[src/rtl/swa_pkg.sv]
package swa_pkg;

  typedef enum logic [2:0] {
    PH_IDLE    = 3'd0,
    PH_HV_QUAL = 3'd1,
    PH_HV_HELD = 3'd2,
    PH_LV_QUAL = 3'd3,
    PH_LOCKED  = 3'd4
  } swa_phase_e;

  function automatic int unsigned swa_max(input int unsigned a, input int unsigned b);
    return (a > b) ? a : b;
  endfunction

endpackage

[src/rtl/swa_sync.sv]
module swa_sync #(
  parameter int STAGES = 2
) (
  input  logic clk,
  input  logic rst,
  input  logic d_async,
  output logic q_sync
);

  logic [STAGES-1:0] chain_q;

  generate
    for (genvar i = 0; i < STAGES; i++) begin : g_stage
      if (i == 0) begin : g_first
        always_ff @(posedge clk) begin
          if (rst) chain_q[0] <= 1'b0;
          else     chain_q[0] <= d_async;
        end
      end else begin : g_next
        always_ff @(posedge clk) begin
          if (rst) chain_q[i] <= 1'b0;
          else     chain_q[i] <= chain_q[i-1];
        end
      end
    end
  endgenerate

  assign q_sync = chain_q[STAGES-1];

endmodule

[src/rtl/swa_interval_timer.sv]
module swa_interval_timer #(
  parameter int TDIV_W = 16,
  parameter int TCNT_W = 4
) (
  input  logic              clk,
  input  logic              rst,
  input  logic              restart,
  input  logic [TDIV_W-1:0] tick_div,
  input  logic [TCNT_W-1:0] target,
  output logic              done
);

  logic [TDIV_W-1:0] pre_q;
  logic [TCNT_W-1:0] ticks_q;
  logic              tick;
  logic [TCNT_W-1:0] last_tick;

  assign tick      = (pre_q == tick_div);
  assign last_tick = target - TCNT_W'(1);
  assign done      = tick && (ticks_q == last_tick);

  always_ff @(posedge clk) begin
    if (rst || restart) begin
      pre_q <= '0;
    end else if (tick) begin
      pre_q <= '0;
    end else begin
      pre_q <= pre_q + TDIV_W'(1);
    end
  end

  always_ff @(posedge clk) begin
    if (rst || restart) begin
      ticks_q <= '0;
    end else if (tick && !done) begin
      ticks_q <= ticks_q + TCNT_W'(1);
    end
  end

endmodule

[src/rtl/swa_fsm.sv]
module swa_fsm
  import swa_pkg::*;
(
  input  logic       clk,
  input  logic       rst,
  input  logic       flag_s,
  input  logic       win_done,
  input  logic       rearm,
  output logic       restart,
  output swa_phase_e state_q,
  output logic       irq_q,
  output logic       dac_en_q
);

  swa_phase_e state_d;
  logic       irq_d;
  logic       dac_d;

  always_comb begin
    state_d = state_q;
    irq_d   = 1'b0;
    unique case (state_q)
      PH_IDLE: begin
        if (flag_s) state_d = PH_HV_QUAL;
      end
      PH_HV_QUAL: begin
        if (!flag_s)       state_d = PH_IDLE;
        else if (win_done) state_d = PH_HV_HELD;
      end
      PH_HV_HELD: begin
        if (!flag_s) state_d = PH_LV_QUAL;
      end
      PH_LV_QUAL: begin
        if (flag_s) begin
          state_d = PH_IDLE;
        end else if (win_done) begin
          state_d = PH_LOCKED;
          irq_d   = 1'b1;
        end
      end
      PH_LOCKED: begin
        if (rearm) state_d = PH_IDLE;
      end
      default: state_d = PH_IDLE;
    endcase
  end

  assign restart = (state_d != state_q);
  assign dac_d   = (state_d == PH_IDLE) || (state_d == PH_LV_QUAL);

  always_ff @(posedge clk) begin
    if (rst) begin
      state_q  <= PH_IDLE;
      irq_q    <= 1'b0;
      dac_en_q <= 1'b1;
    end else begin
      state_q  <= state_d;
      irq_q    <= irq_d;
      dac_en_q <= dac_d;
    end
  end

endmodule

[src/rtl/swire_act_seq.sv]
module swire_act_seq
  import swa_pkg::*;
#(
  parameter int TDIV_W      = 16,
  parameter int SHORT_TICKS = 1,
  parameter int LONG_TICKS  = 10,
  parameter int SYNC_STAGES = 2
) (
  input  logic              clk,
  input  logic              rst,
  input  logic              cmp_flag,
  input  logic              long_sel,
  input  logic [TDIV_W-1:0] tick_div,
  input  logic              sw_rearm,
  output logic              act_irq,
  output logic              dac_en,
  output logic [2:0]        phase
);

  localparam int MAX_TICKS = swa_max(SHORT_TICKS, LONG_TICKS);
  localparam int TCNT_W    = $clog2(MAX_TICKS + 1);

  logic              flag_s;
  logic              restart;
  logic              win_done;
  logic [TCNT_W-1:0] target;
  swa_phase_e        state;

  assign target = long_sel ? TCNT_W'(LONG_TICKS) : TCNT_W'(SHORT_TICKS);

  swa_sync #(.STAGES(SYNC_STAGES)) u_sync (
    .clk     (clk),
    .rst     (rst),
    .d_async (cmp_flag),
    .q_sync  (flag_s)
  );

  swa_interval_timer #(.TDIV_W(TDIV_W), .TCNT_W(TCNT_W)) u_timer (
    .clk      (clk),
    .rst      (rst),
    .restart  (restart),
    .tick_div (tick_div),
    .target   (target),
    .done     (win_done)
  );

  swa_fsm u_fsm (
    .clk      (clk),
    .rst      (rst),
    .flag_s   (flag_s),
    .win_done (win_done),
    .rearm    (sw_rearm),
    .restart  (restart),
    .state_q  (state),
    .irq_q    (act_irq),
    .dac_en_q (dac_en)
  );

  assign phase = state;

endmodule

[config.mk]
export PLATFORM = sky130hd
export DESIGN_NAME = swire_act_seq
export DESIGN_NICKNAME = d
export VERILOG_FILES = /design/src/rtl/swa_pkg.sv /design/src/rtl/swa_sync.sv /design/src/rtl/swa_interval_timer.sv /design/src/rtl/swa_fsm.sv /design/src/rtl/swire_act_seq.sv
export SDC_FILE = /design/constraint.sdc
export NUM_CORES = 1
export LEC_CHECK = 0
export ABC_AREA = 1
export BUFFER_PORTS_ARGS = -buffer_cell sky130_fd_sc_hd__buf_2
export CAP_MARGIN = 25
export CORE_MARGIN = 3
export CORE_UTILIZATION = 55
export CTS_CLUSTER_DIAMETER = 200
export CTS_CLUSTER_SIZE = 14
export DETAILED_ROUTE_END_ITERATION = 16
export PLACE_DENSITY = 0.82
export SLEW_MARGIN = 20
export SYNTH_ARGS = -nofsm -noshare
export SYNTH_HDL_FRONTEND = slang
export SYNTH_HIERARCHICAL = 1
export SYNTH_SLANG_ARGS = --single-unit
[constraint.sdc]
create_clock -name clk -period 3.6 [get_ports clk]
set_input_delay 0.72 -clock clk [delete_from_list [all_inputs] [get_ports clk]]
set_output_delay 0.72 -clock clk [all_outputs]
set_load 0.1 [all_outputs]
==> results of run 1 <==
worst max-delay path: stages:
cell and delay, ns:
buf_2 0.12, inv_1 0.10, inv_1 0.06, ha_1 0.29
xor2_1 0.13, nand2_1 0.06, nor2_1 0.09, nand2_1 0.13
nor2_1 0.24, inv_1 0.10, nand2_1 0.08, nand2_1 0.06
nand2_2 0.07, nand2_2 0.06, nand2_1 0.07, nand3_2 0.07
nor2_1 0.26, nand2_4 0.19, nor3b_1 0.23
worst min-delay path by stage:
| stage | startpoint | end |
|---|---|---|
| 2_1_floorplan | u_sync/chain_q[0] | u_sync/q_sync |
| 3_3_place_gp | u_sync/chain_q[0] | u_sync/q_sync |
| 3_5_place_dp | u_sync/chain_q[0] | u_sync/q_sync |
| 4_1_cts | u_sync/chain_q[0] | u_sync/q_sync |
| 5_1_grt | u_sync/chain_q[0] | u_sync/q_sync |
| 6_report | u_sync/chain_q[0] | u_sync/q_sync |
Yosys cell counts:
cell type    n
nor3b_1      1
o21ai_1      2
xnor2_1      2
ha_1         3
o2111ai_1    1
nor3_1      11
nand2_4      1
buf_6        1
inv_1       51
nor2_1      39
nor2_4       2
dfxtp_1     27
conb_1       1
nand4_1      5
inv_2        6
a21oi_1     13
nor2_2       3
nand2_1    100
nor4_1       1
nand3_1     15
nand3_2      2
xor2_1       5
o21ai_0      4
nand2_2      3
flip-flops by register name, indices dropped and copies added, names as in the netlist:
register / count
u_fsm/dac_en_q: 1
u_fsm/irq_q: 1
u_fsm/state_q: 3
u_sync/chain_q: 1
u_sync/q_sync: 1
u_timer/pre_q: 16
u_timer/ticks_q: 4
cell type report:
cell class              count  area (sq um)  share of cell area, %
flip-flops and latches     27           541                   27.6
repair buffers             25           125                   6.38
well taps                  42          52.6                   2.68
multi-input cells         216          1000                   51.1
clock buffers               3          22.5                   1.15
inverters                  57           214                   10.9
clock inverters             1          5.00                  0.255
stage by stage:
step / total power, mW / utilization [%] / setup slack [ns]
finish: 0.512 / 67.6 / 0.702
global route: 0.543 / 67.6 / 0.429
CTS: 0.519 / 67.6 / 0.703
detailed placement: 0.390 / 66.7 / 0.364
global placement: 0.387 / 66.7 / 0.520
floorplan: 0.367 / - / 0.765
cell families (layout without fill, tap and decap cells):
logic type,count (synthesis),in the layout
adders and majority gates,3,3
buffers and inverters,58,86
and+or+nand+nor,183,183
DFF,27,27
other,1,3
xor gates and xnor gates,7,7
AOI/OAI and AO/OA,20,20
power by group:
part	leakage [nW]	switching (mW)	internal, mW	total [mW]
Sequential	0.219	0.00594	0.304	0.310
Combinational	0.692	0.0467	0.0270	0.0736
Clock	0.0177	0.0869	0.0415	0.128
per-layer routing:
layer,up-vias,GRT usage [%],part of all wire (%)
met5,-,0,0
met4,0,4.96,0.59
met3,2,2.52,5.2
met2,45,31.0,46
met1,775,25.5,48
li1,970,-,-
==> implementation parameters, run 1 <==
Parameter                              Value

Pwr
  P_leak ... 0.928 nW
  Worst vdd ir ... 0.187 mV
  Power Density ... 261 mW/mm^2

Timing
  Final Critical Period ... 2.90 ns
  Setup total negative slack ... 0 ns
  Share of the cycle needed by the critical path after routing ... 80.5%
  Unrepaired setup endpoints after global routing ... false
  Number of pins exceeding their max-slew limit in the final report ... 0
  Total count of hold-check failures in the final report ... 0
  Hold slack ... 0.417 ns
  Max Freq ... 345 MHz
  Finish-stage setup viols ... 0
  Post-route clock skew ... 0.00206 ns

Cells and area
  Ant diodes ... 0
  Most used cells in the layout excluding fill and tap cells ... nand2_1, inv_1, nor2_1
  Layout Area Growth over Synthesis ... 11.4%
  Share of layout cells above drive strength 1 ... 14.0%
  Post-Layout Cell Count ... 371
  Final Net Count ... 354
  Most common cell after layout, fill and taps aside ... nand2_1
  Number of fill cells ... 297
  Final std cell area, no fill ... 0.00196 sq mm

Global routing
  Initial antenna violation count ... 0
  Largest net degree at the start of global routing ... 17
  Global-route usage over all layers ... 18.7%
  Number of global-route vias before repair ... 1529
  Global-route congestion overflow total ... 0
  Wire length of the first global-routing pass ... 6240 um

Yosys
  Parity-gate share of the synthesized area counting xor and xnor cells ... 3.48%
  Arithmetic-cell share of the synthesized area counting full adders, half adders and majority gates ... 2.13%
  Area fraction of the dominant cell type after synthesis ... 30.7%
  Dominant combinational cell family by area after synthesis ... simple AND/OR/NAND/NOR gates
  Total of flip-flops plus latches after synthesis ... 27
  Multiplexer area fraction after synthesis ... 0%
  Number of warnings issued by yosys ... 6
  Top area cells in the synthesized netlist ... dfxtp_1, nand2_1, inv_1, nor2_1, nand3_1
  Area share of and/or/nand/nor cells after synthesis ... 44.8%
  Cell taking the most area after synthesis ... dfxtp_1
  Syn Area/Cell ... 5.89 sq um
  Post-Syn Area ... 0.00176 sq mm
  Post-synthesis sequential area ratio ... 30.7%
  Number of different library cells in the post-synthesis netlist ... 24
  Post-Syn Instances ... 299
  Compound-cell area share of the yosys netlist ... 5.90%

Place
  Final GP Congestion ... 0.825
  Area of placed instances ... 0.00193 sq mm
  Number of port buffers ... 25
  Cell Count Post-Placement ... 367
  DP Wirelength ... 2840 um

CTS
  Later-pin clock latency in the skew report ... 0.31 ns
  H-tree Lvls ... 1
  Post-CTS resize count ... 0
  Clock tree buffer depth ... 2
  TritonCTS buffer count ... 3
  Root buffer selected by CTS ... clkbuf_4
  TritonCTS clock tree ... built
  Clock slew seen by the registers of the worst setup and hold paths ... 0.14 ns
  Hold Buf Count CTS ... 0
  Post-CTS setup buffer count ... 0
  Clk sinks ... 27

Floorplan
  Area of the core ... 0.00290 sq mm
  Std-Cell Rows ... 19
  Die area ... 0.00392 sq mm
  Die height ... 62.6 um
  Starting Density ... 60.7%
  Ports ... 26
  Horizontal die dimension ... 62.6 um

Drt
  TritonRoute pass-1 iters ... 4
  Routed length per placed instance ... 9.60 um
  Total via count after detailed routing ... 1792
  Overall routed net length ... 3560 um
  Remaining design rule violation count ... 0
  Initial DRC Count ... 119
  Antenna-violating nets left ... 0
  Average vias per placed instance ... 4.83

Worst setup path
  CP Data Required Time ... 3.84 ns
  Crit end category ... flop
  Worst setup path startpoint ... long_sel
  Depth of the worst register-to-register path ... 18
  Kind of launch point of the worst setup path ... primary input
  Type of the worst setup path ... in2reg
  Critical path peak fanout ... 16
  Reg2reg start ... u_timer/pre_q[12]
  Worst R2R Setup Slack ... 1.00 ns
  Crit Reg-Reg Endpoint ... u_timer/pre_q[2]
  CP arrival ... 3.14 ns
  Worst setup path endpoint ... u_timer/pre_q[2]

Min path
  Hold Path Depth ... 2
  Class of the tightest hold or removal check ... reg2reg

Run status
  Outcome ... completed

Run
  Max Cap Violations ... 0
Power figures use the tool's default switching activity.
==> run 2: changes to the inputs <==
Settings changed: ABC_AREA 1 to 0, CORE_UTILIZATION 55 to 54, PLACE_DENSITY 0.82 to 0.83.
Clock period 3.6 ns to 2.8 ns, I/O delays scaled along.
==> run 2 against run 1 <==
Against the previous run: first-iteration DRC count down 74%; clock power is 30% higher; clock skew rose by 0.0044 ns; total power increased by 25%; synthesized cell count down 48%; clock-buffer cell count grew 1; die area decreased by 17%; routed wire length down 17%.
==> implementation parameters, run 2 <==
Parameter                              Value

Run status
  Outcome ... completed

Yosys
  Top area cells in the synthesized netlist ... dfxtp_1, xor2_1, xnor2_1, nor2_1, ha_1
  Total of flip-flops plus latches after synthesis ... 27
  Post-Syn Area ... 0.00140 sq mm
  Post-Syn Instances ... 156
  Synth async-reset ratio ... 0%
  Area fraction of the dominant cell type after synthesis ... 38.7%
  Leading register cell type out of synthesis ... dfxtp_1
  Syn Area/Cell ... 8.96 sq um
  Number of warnings issued by yosys ... 6
  Cell taking the most area after synthesis ... dfxtp_1
  Cell with the most instances after synthesis ... dfxtp_1
  List of most frequent post-synthesis cells ... dfxtp_1, nor2_1, xor2_1, xnor2_1, nand2_1
  Post-synthesis sequential area ratio ... 38.7%
  Count of flip-flops with a built-in enable after synthesis ... 0
  Number of different library cells in the post-synthesis netlist ... 32

Cells and area
  Register ranked first by flip-flop count ... u_timer/pre_q
  Ant diodes ... 0
  Final core utilization ... 68.4%
  Largest register FFs ... 16
  Final Net Count ... 212
  Most common cell after layout, fill and taps aside ... dfxtp_1
  Share of layout cells above drive strength 1 ... 21.4%
  Layout Area Growth over Synthesis ... 14.5%
  Most used cells in the layout excluding fill and tap cells ... dfxtp_1, buf_2, xor2_1, nor2_1, xnor2_1
  Registers with the highest flip-flop counts ... u_timer/pre_q (16), u_timer/ticks_q (4), u_fsm/state_q (3)

Drt
  Average vias per placed instance ... 5.40
  Overall routed net length ... 2950 um
  Remaining design rule violation count ... 0
  DRT met1 WL ... 1300 um
  DR WL met2 ... 1500 um
  Routed length per placed instance ... 13.7 um
  Routed met3 length ... 122 um
  Initial DRC Count ... 31
  Antenna-violating nets left ... 0
  TritonRoute pass-1 iters ... 4
  Top layer reached by signal wires ... met4
  Total via count after detailed routing ... 1160

Place
  Number of port buffers ... 25
  DP Wirelength ... 2300 um
  Final GP Congestion ... 0.794
  Worst Setup Slack post-DPL ... -0.00988 ns

Worst setup path
  CP max stage cell ... nor2_1
  Crit Reg-Reg Endpoint ... u_timer/pre_q[2]
  Critical path's top delay family ... simple AND/OR/NAND/NOR gates
  CP Data Required Time ... 3.06 ns
  Kind of launch point of the worst setup path ... primary input
  Type of the worst setup path ... in2reg
  CP arrival ... 2.72 ns
  Critical path peak fanout ... 15
  Worst setup path startpoint ... long_sel
  Worst R2R Setup Slack ... 0.51 ns
  Sum of buffers and inverters on the critical path ... 4
  Ordered cell list for the critical path ... buf_2 -> inv_1 -> inv_1 -> ha_1 -> xnor2_1 -> xnor2_1 -> nor4_2 -> and2b_2 -> nand2b_1 -> mux2i_1 -> a21oi_1 -> nor2_1 -> nand2_1 -> buf_4 -> nor2_1
  Crit end category ... flop
  Reg2reg start ... u_timer/pre_q[2]
  Depth of the worst register-to-register path ... 11
  Biggest cell delay along the critical path ... 0.25 ns

Timing
  Max Freq ... 407 MHz
  Finish-stage setup viols ... 0
  Worst setup slack after layout ... 0.341 ns
  Unrepaired setup endpoints after global routing ... false
  Post-route clock skew ... 0.00651 ns
  Final Critical Period ... 2.46 ns
  Total count of hold-check failures in the final report ... 0
  Number of pins exceeding their max-slew limit in the final report ... 0
  Share of the cycle needed by the critical path after routing ... 87.8%

Min path
  Hold Path Depth ... 2
  Worst Hold Launch ... cmp_flag
  Hold Crit Endpoint ... u_sync/chain_q[0]
  Class of the tightest hold or removal check ... in2reg

CTS
  H-tree Lvls ... 1
  Later-pin clock latency in the skew report ... 0.32 ns
  TritonCTS clock tree ... built
  Clock tree buffer depth ... 2
  Clock slew seen by the registers of the worst setup and hold paths ... 0.14 ns
  Root buffer selected by CTS ... clkbuf_4
  Clk sinks ... 27
  Post-CTS setup buffer count ... 0
  TritonCTS buffer count ... 3
  Hold Buf Count CTS ... 0
  Post-CTS resize count ... 0

Global routing
  Global-route congestion overflow total ... 0
  Number of global-route vias before repair ... 1168
  Global-route usage over all layers ... 19.6%
  Wire length of the first global-routing pass ... 5020 um
  Largest net degree at the start of global routing ... 16
  Initial antenna violation count ... 0

Pwr
  Power Density ... 398 mW/mm^2
  Worst vdd ir ... 0.303 mV
  P_leak ... 0.678 nW

Floorplan
  Die height ... 56.9 um
  Die area ... 0.00323 sq mm
  Horizontal die dimension ... 56.9 um
  Ports ... 26
  Area of the core ... 0.00234 sq mm
  Starting Density ... 59.7%
  Std-Cell Rows ... 17

Run
  Max Cap Violations ... 0
-- run 2: changes by cell type in the layout (fill, tap and decap cells not counted), moves of 4 or more --
cell / before / now
a21oi_1: 13 / 4
and3_1: 0 / 4
inv_1: 51 / 6
inv_2: 6 / 0
nand2_1: 100 / 7
nand3_1: 15 / 6
nor2_1: 39 / 22
nor3_1: 11 / 3
xnor2_1: 2 / 15
xor2_1: 5 / 22
-- run 2: logic make-up (layout without fill, tap and decap cells) --
group | count (synthesis) | count (layout) | synth area share, %
mux | 1 | 1 | 0.716
xor+xnor | 37 | 37 | 23.2
compound gates | 13 | 13 | 6.18
fa+ha+maj | 3 | 3 | 2.69
buf+inv | 8 | 38 | 2.33
flops | 27 | 27 | 38.7
other cells | 1 | 2 | 0.268
simple gates | 66 | 66 | 26.0
-- run 2: power by group --
part | switching, mW | leakage, nW | internal, mW
clock | 0.110 | 0.0150 | 0.0557
combinational | 0.0409 | 0.445 | 0.0333
sequential | 0.00736 | 0.219 | 0.390
total | 0.158 | 0.678 | 0.479
-- run 2: final cells by class --
class / count / area [sq um]
inverters: 6 / 22.5
multi-input cells: 122 / 828
flip-flops and latches: 27 / 541
fillers: 199 / 739
well taps: 28 / 35.0
repair buffers: 28 / 148
clock buffers: 4 / 26.3
-- run 2: worst max-delay path by stage --
stage,endpoint,cells past startpoint
after global placement,u_timer/pre_q[7],15
after global routing,u_timer/pre_q[13],15
after CTS,u_timer/pre_q[2],15
after detailed placement,u_timer/pre_q[13],15
after floorplan,u_timer/pre_q[10],13
final,u_timer/pre_q[13],15
-- run 2: layer usage --
metal,vias up,track usage [%]
met5,-,0
met4,0,8.61
met3,4,2.99
met2,26,33.3
met1,536,24.3
li1,594,-
-- run 2: metrics by stage --
step | TNS, ns | hold slack [ns] | power (mW) | std cells | instance area, sq um
2_1_floorplan | 0 | 0.414 | 0.448 | 157 | 1400
3_3_place_gp | 0 | 0.420 | 0.476 | 211 | 1570
3_5_place_dp | -0.00988 | 0.439 | 0.479 | 211 | 1570
4_1_cts | 0 | 0.448 | 0.643 | 215 | 1600
5_1_grt | 0 | 0.445 | 0.674 | 215 | 1600
6_report | 0 | 0.450 | 0.637 | 215 | 1600
==> run 3: changes to the inputs <==
Settings changed: CORE_MARGIN 3 to 10.
==> run 3 against run 2 <==
Against the previous run: design area rose by 0.39%; fmax rose by 2.6%; total power fell by 0.65%; die area rose by 55%; via count barely moved; critical endpoint unchanged.
==> implementation parameters, run 3 (synthesis results as in run 2) <==
Parameter                              Value

Floorplan
  Starting Density ... 56.4%
  Horizontal die dimension ... 70.9 um
  Area of the core ... 0.00248 sq mm
  Ports ... 26
  Die area ... 0.00502 sq mm
  Std-Cell Rows ... 18
  Die height ... 70.9 um

Min path
  Worst Hold Launch ... cmp_flag
  Hold Path Depth ... 2
  Hold Crit Endpoint ... u_sync/chain_q[0]
  Class of the tightest hold or removal check ... in2reg

Worst setup path
  Reg2reg start ... u_timer/pre_q[2]
  Depth of the worst register-to-register path ... 10
  Critical path depth ... 14
  Ordered cell list for the critical path ... buf_2 -> inv_1 -> inv_1 -> ha_1 -> xnor2_1 -> xnor2_1 -> nor4_2 -> and2b_2 -> nand2b_1 -> mux2i_1 -> a21oi_1 -> nor2_1 -> nand2_2 -> nor2_1
  Kind of launch point of the worst setup path ... primary input
  Critical path peak fanout ... 15
  CP Data Required Time ... 3.06 ns
  Crit Reg-Reg Endpoint ... u_timer/pre_q[13]
  Worst R2R Setup Slack ... 0.55 ns
  Sum of buffers and inverters on the critical path ... 3
  Biggest cell delay along the critical path ... 0.24 ns
  Critical path's top delay family ... simple AND/OR/NAND/NOR gates
  CP arrival ... 2.65 ns
  Crit end category ... flop
  CP max stage cell ... and2b_2
  Type of the worst setup path ... in2reg

Place
  Area of placed instances ... 0.00158 sq mm
  Number of port buffers ... 25
  DP Wirelength ... 2300 um
  Final GP Congestion ... 0.837
  Worst Setup Slack post-DPL ... -0.0993 ns
  Cell Count Post-Placement ... 213

Drt
  Overall routed net length ... 2870 um
  Average vias per placed instance ... 5.35
  Remaining design rule violation count ... 0
  Total via count after detailed routing ... 1161
  Top layer reached by signal wires ... met4
  TritonRoute pass-1 iters ... 4
  Antenna-violating nets left ... 0
  Routed length per placed instance ... 13.2 um
  Routed met3 length ... 138 um
  DR WL met2 ... 1450 um
  Initial DRC Count ... 74
  DRT met1 WL ... 1270 um

Cells and area
  Largest register FFs ... 16
  Share of layout cells above drive strength 1 ... 22.5%
  Final std cell area, no fill ... 0.00161 sq mm
  Register ranked first by flip-flop count ... u_timer/pre_q
  Ant diodes ... 0
  Final core utilization ... 64.8%
  Layout Area Growth over Synthesis ... 15.0%
  Post-Layout Cell Count ... 217
  Final Net Count ... 212
  Most used cells in the layout excluding fill and tap cells ... dfxtp_1, buf_2, xor2_1, nor2_1, xnor2_1
  Most common cell after layout, fill and taps aside ... dfxtp_1
  Registers with the highest flip-flop counts ... u_timer/pre_q (16), u_timer/ticks_q (4), u_fsm/state_q (3)

Global routing
  Global-route congestion overflow total ... 0
  Wire length of the first global-routing pass ... 5060 um
  Global-route usage over all layers ... 11.8%
  Largest net degree at the start of global routing ... 16
  Initial antenna violation count ... 0
  Number of global-route vias before repair ... 1206

Timing
  Total count of hold-check failures in the final report ... 0
  Share of the cycle needed by the critical path after routing ... 85.6%
  Unrepaired setup endpoints after global routing ... false
  Post-route clock skew ... 0.00277 ns
  Number of pins exceeding their max-slew limit in the final report ... 0
  Finish-stage setup viols ... 0
  Final Critical Period ... 2.40 ns
  Worst setup slack after layout ... 0.404 ns
  Max Freq ... 417 MHz

CTS
  Clock tree buffer depth ... 2
  Clock slew seen by the registers of the worst setup and hold paths ... 0.14 ns
  H-tree Lvls ... 1
  Clk sinks ... 27
  TritonCTS buffer count ... 3
  Root buffer selected by CTS ... clkbuf_4
  TritonCTS clock tree ... built
  Later-pin clock latency in the skew report ... 0.31 ns
  Hold Buf Count CTS ... 0

Pwr
  Power Density ... 394 mW/mm^2
  P_leak ... 0.681 nW
  Post-layout power ... 0.633 mW
  Worst vdd ir ... 0.260 mV

Run
  Max Cap Violations ... 0

Run status
  Outcome ... completed
==> run 3: cell types whose count changed in the layout (fill, tap and decap cells not counted) <==
cell / previous run / this run
nand2_1: 7 / 6
clkinv_2: 0 / 1
nand2_2: 0 / 1
clkbuf_1: 1 / 0
==> run 3: cell type report <==
| class | count | area, sq um |
|---|---|---|
| tap | 30 | 37.5 |
| fill | 220 | 871 |
| clock inverter | 1 | 5.00 |
| multi-input combinational | 122 | 831 |
| inverter | 6 | 22.5 |
| timing repair buffer | 28 | 148 |
| clock buffer | 3 | 22.5 |
| sequential | 27 | 541 |
==> run 3: repair_timing <==
action,in CTS,in global routing
buffers inserted,0,0
resized for setup,0,1
endpoints found under the setup margin,0,13
==> run 3: report_power, final <==
group	internal (mW)	total [mW]	leakage, nW	switching [mW]
sequential	0.390	0.397	0.219	0.00737
combinational	0.0332	0.0732	0.445	0.0400
clock	0.0534	0.162	0.0177	0.109
total	0.476	0.633	0.681	0.156
==> run 3: how the worst max path moves through the flow <==
| stage | startpoint | end | slack, ns |
|---|---|---|---|
| finish | long_sel | u_timer/pre_q[13] | 0.40 |
| global route | long_sel | u_timer/pre_q[13] | 0.14 |
| CTS | long_sel | u_timer/pre_q[13] | 0.25 |
| detailed placement | long_sel | u_timer/pre_q[13] | -0.1 |
| global placement | long_sel | u_timer/pre_q[8] | 0.07 |
| floorplan | long_sel | u_timer/pre_q[10] | 0.008 |
==> run 3: metal layers <==
metal	global-route usage [%]	vias to the layer above
met5	0	-
met4	3.01	0
met3	3.07	2
met2	20.9	20
met1	13.5	549
li1	-	590
==> run 3: through the flow <==
step           hold WS, ns  setup TNS [ns]
3_5_place_dp         0.432           -1.13
3_3_place_gp         0.423               0
5_1_grt              0.436               0
2_1_floorplan        0.414               0
6_report             0.452               0
4_1_cts              0.448               0
==> run 3: worst reg2reg max path: cells and delay by family (launching register included) <==
| kind | cells | cell delay [ns] |
|---|---|---|
| compound gates | 1 | 0.19 |
| simple gates | 7 | 1.32 |
| mux | 1 | 0.07 |
| xor+xnor | 1 | 0.18 |
| flops | 1 | 0.38 |
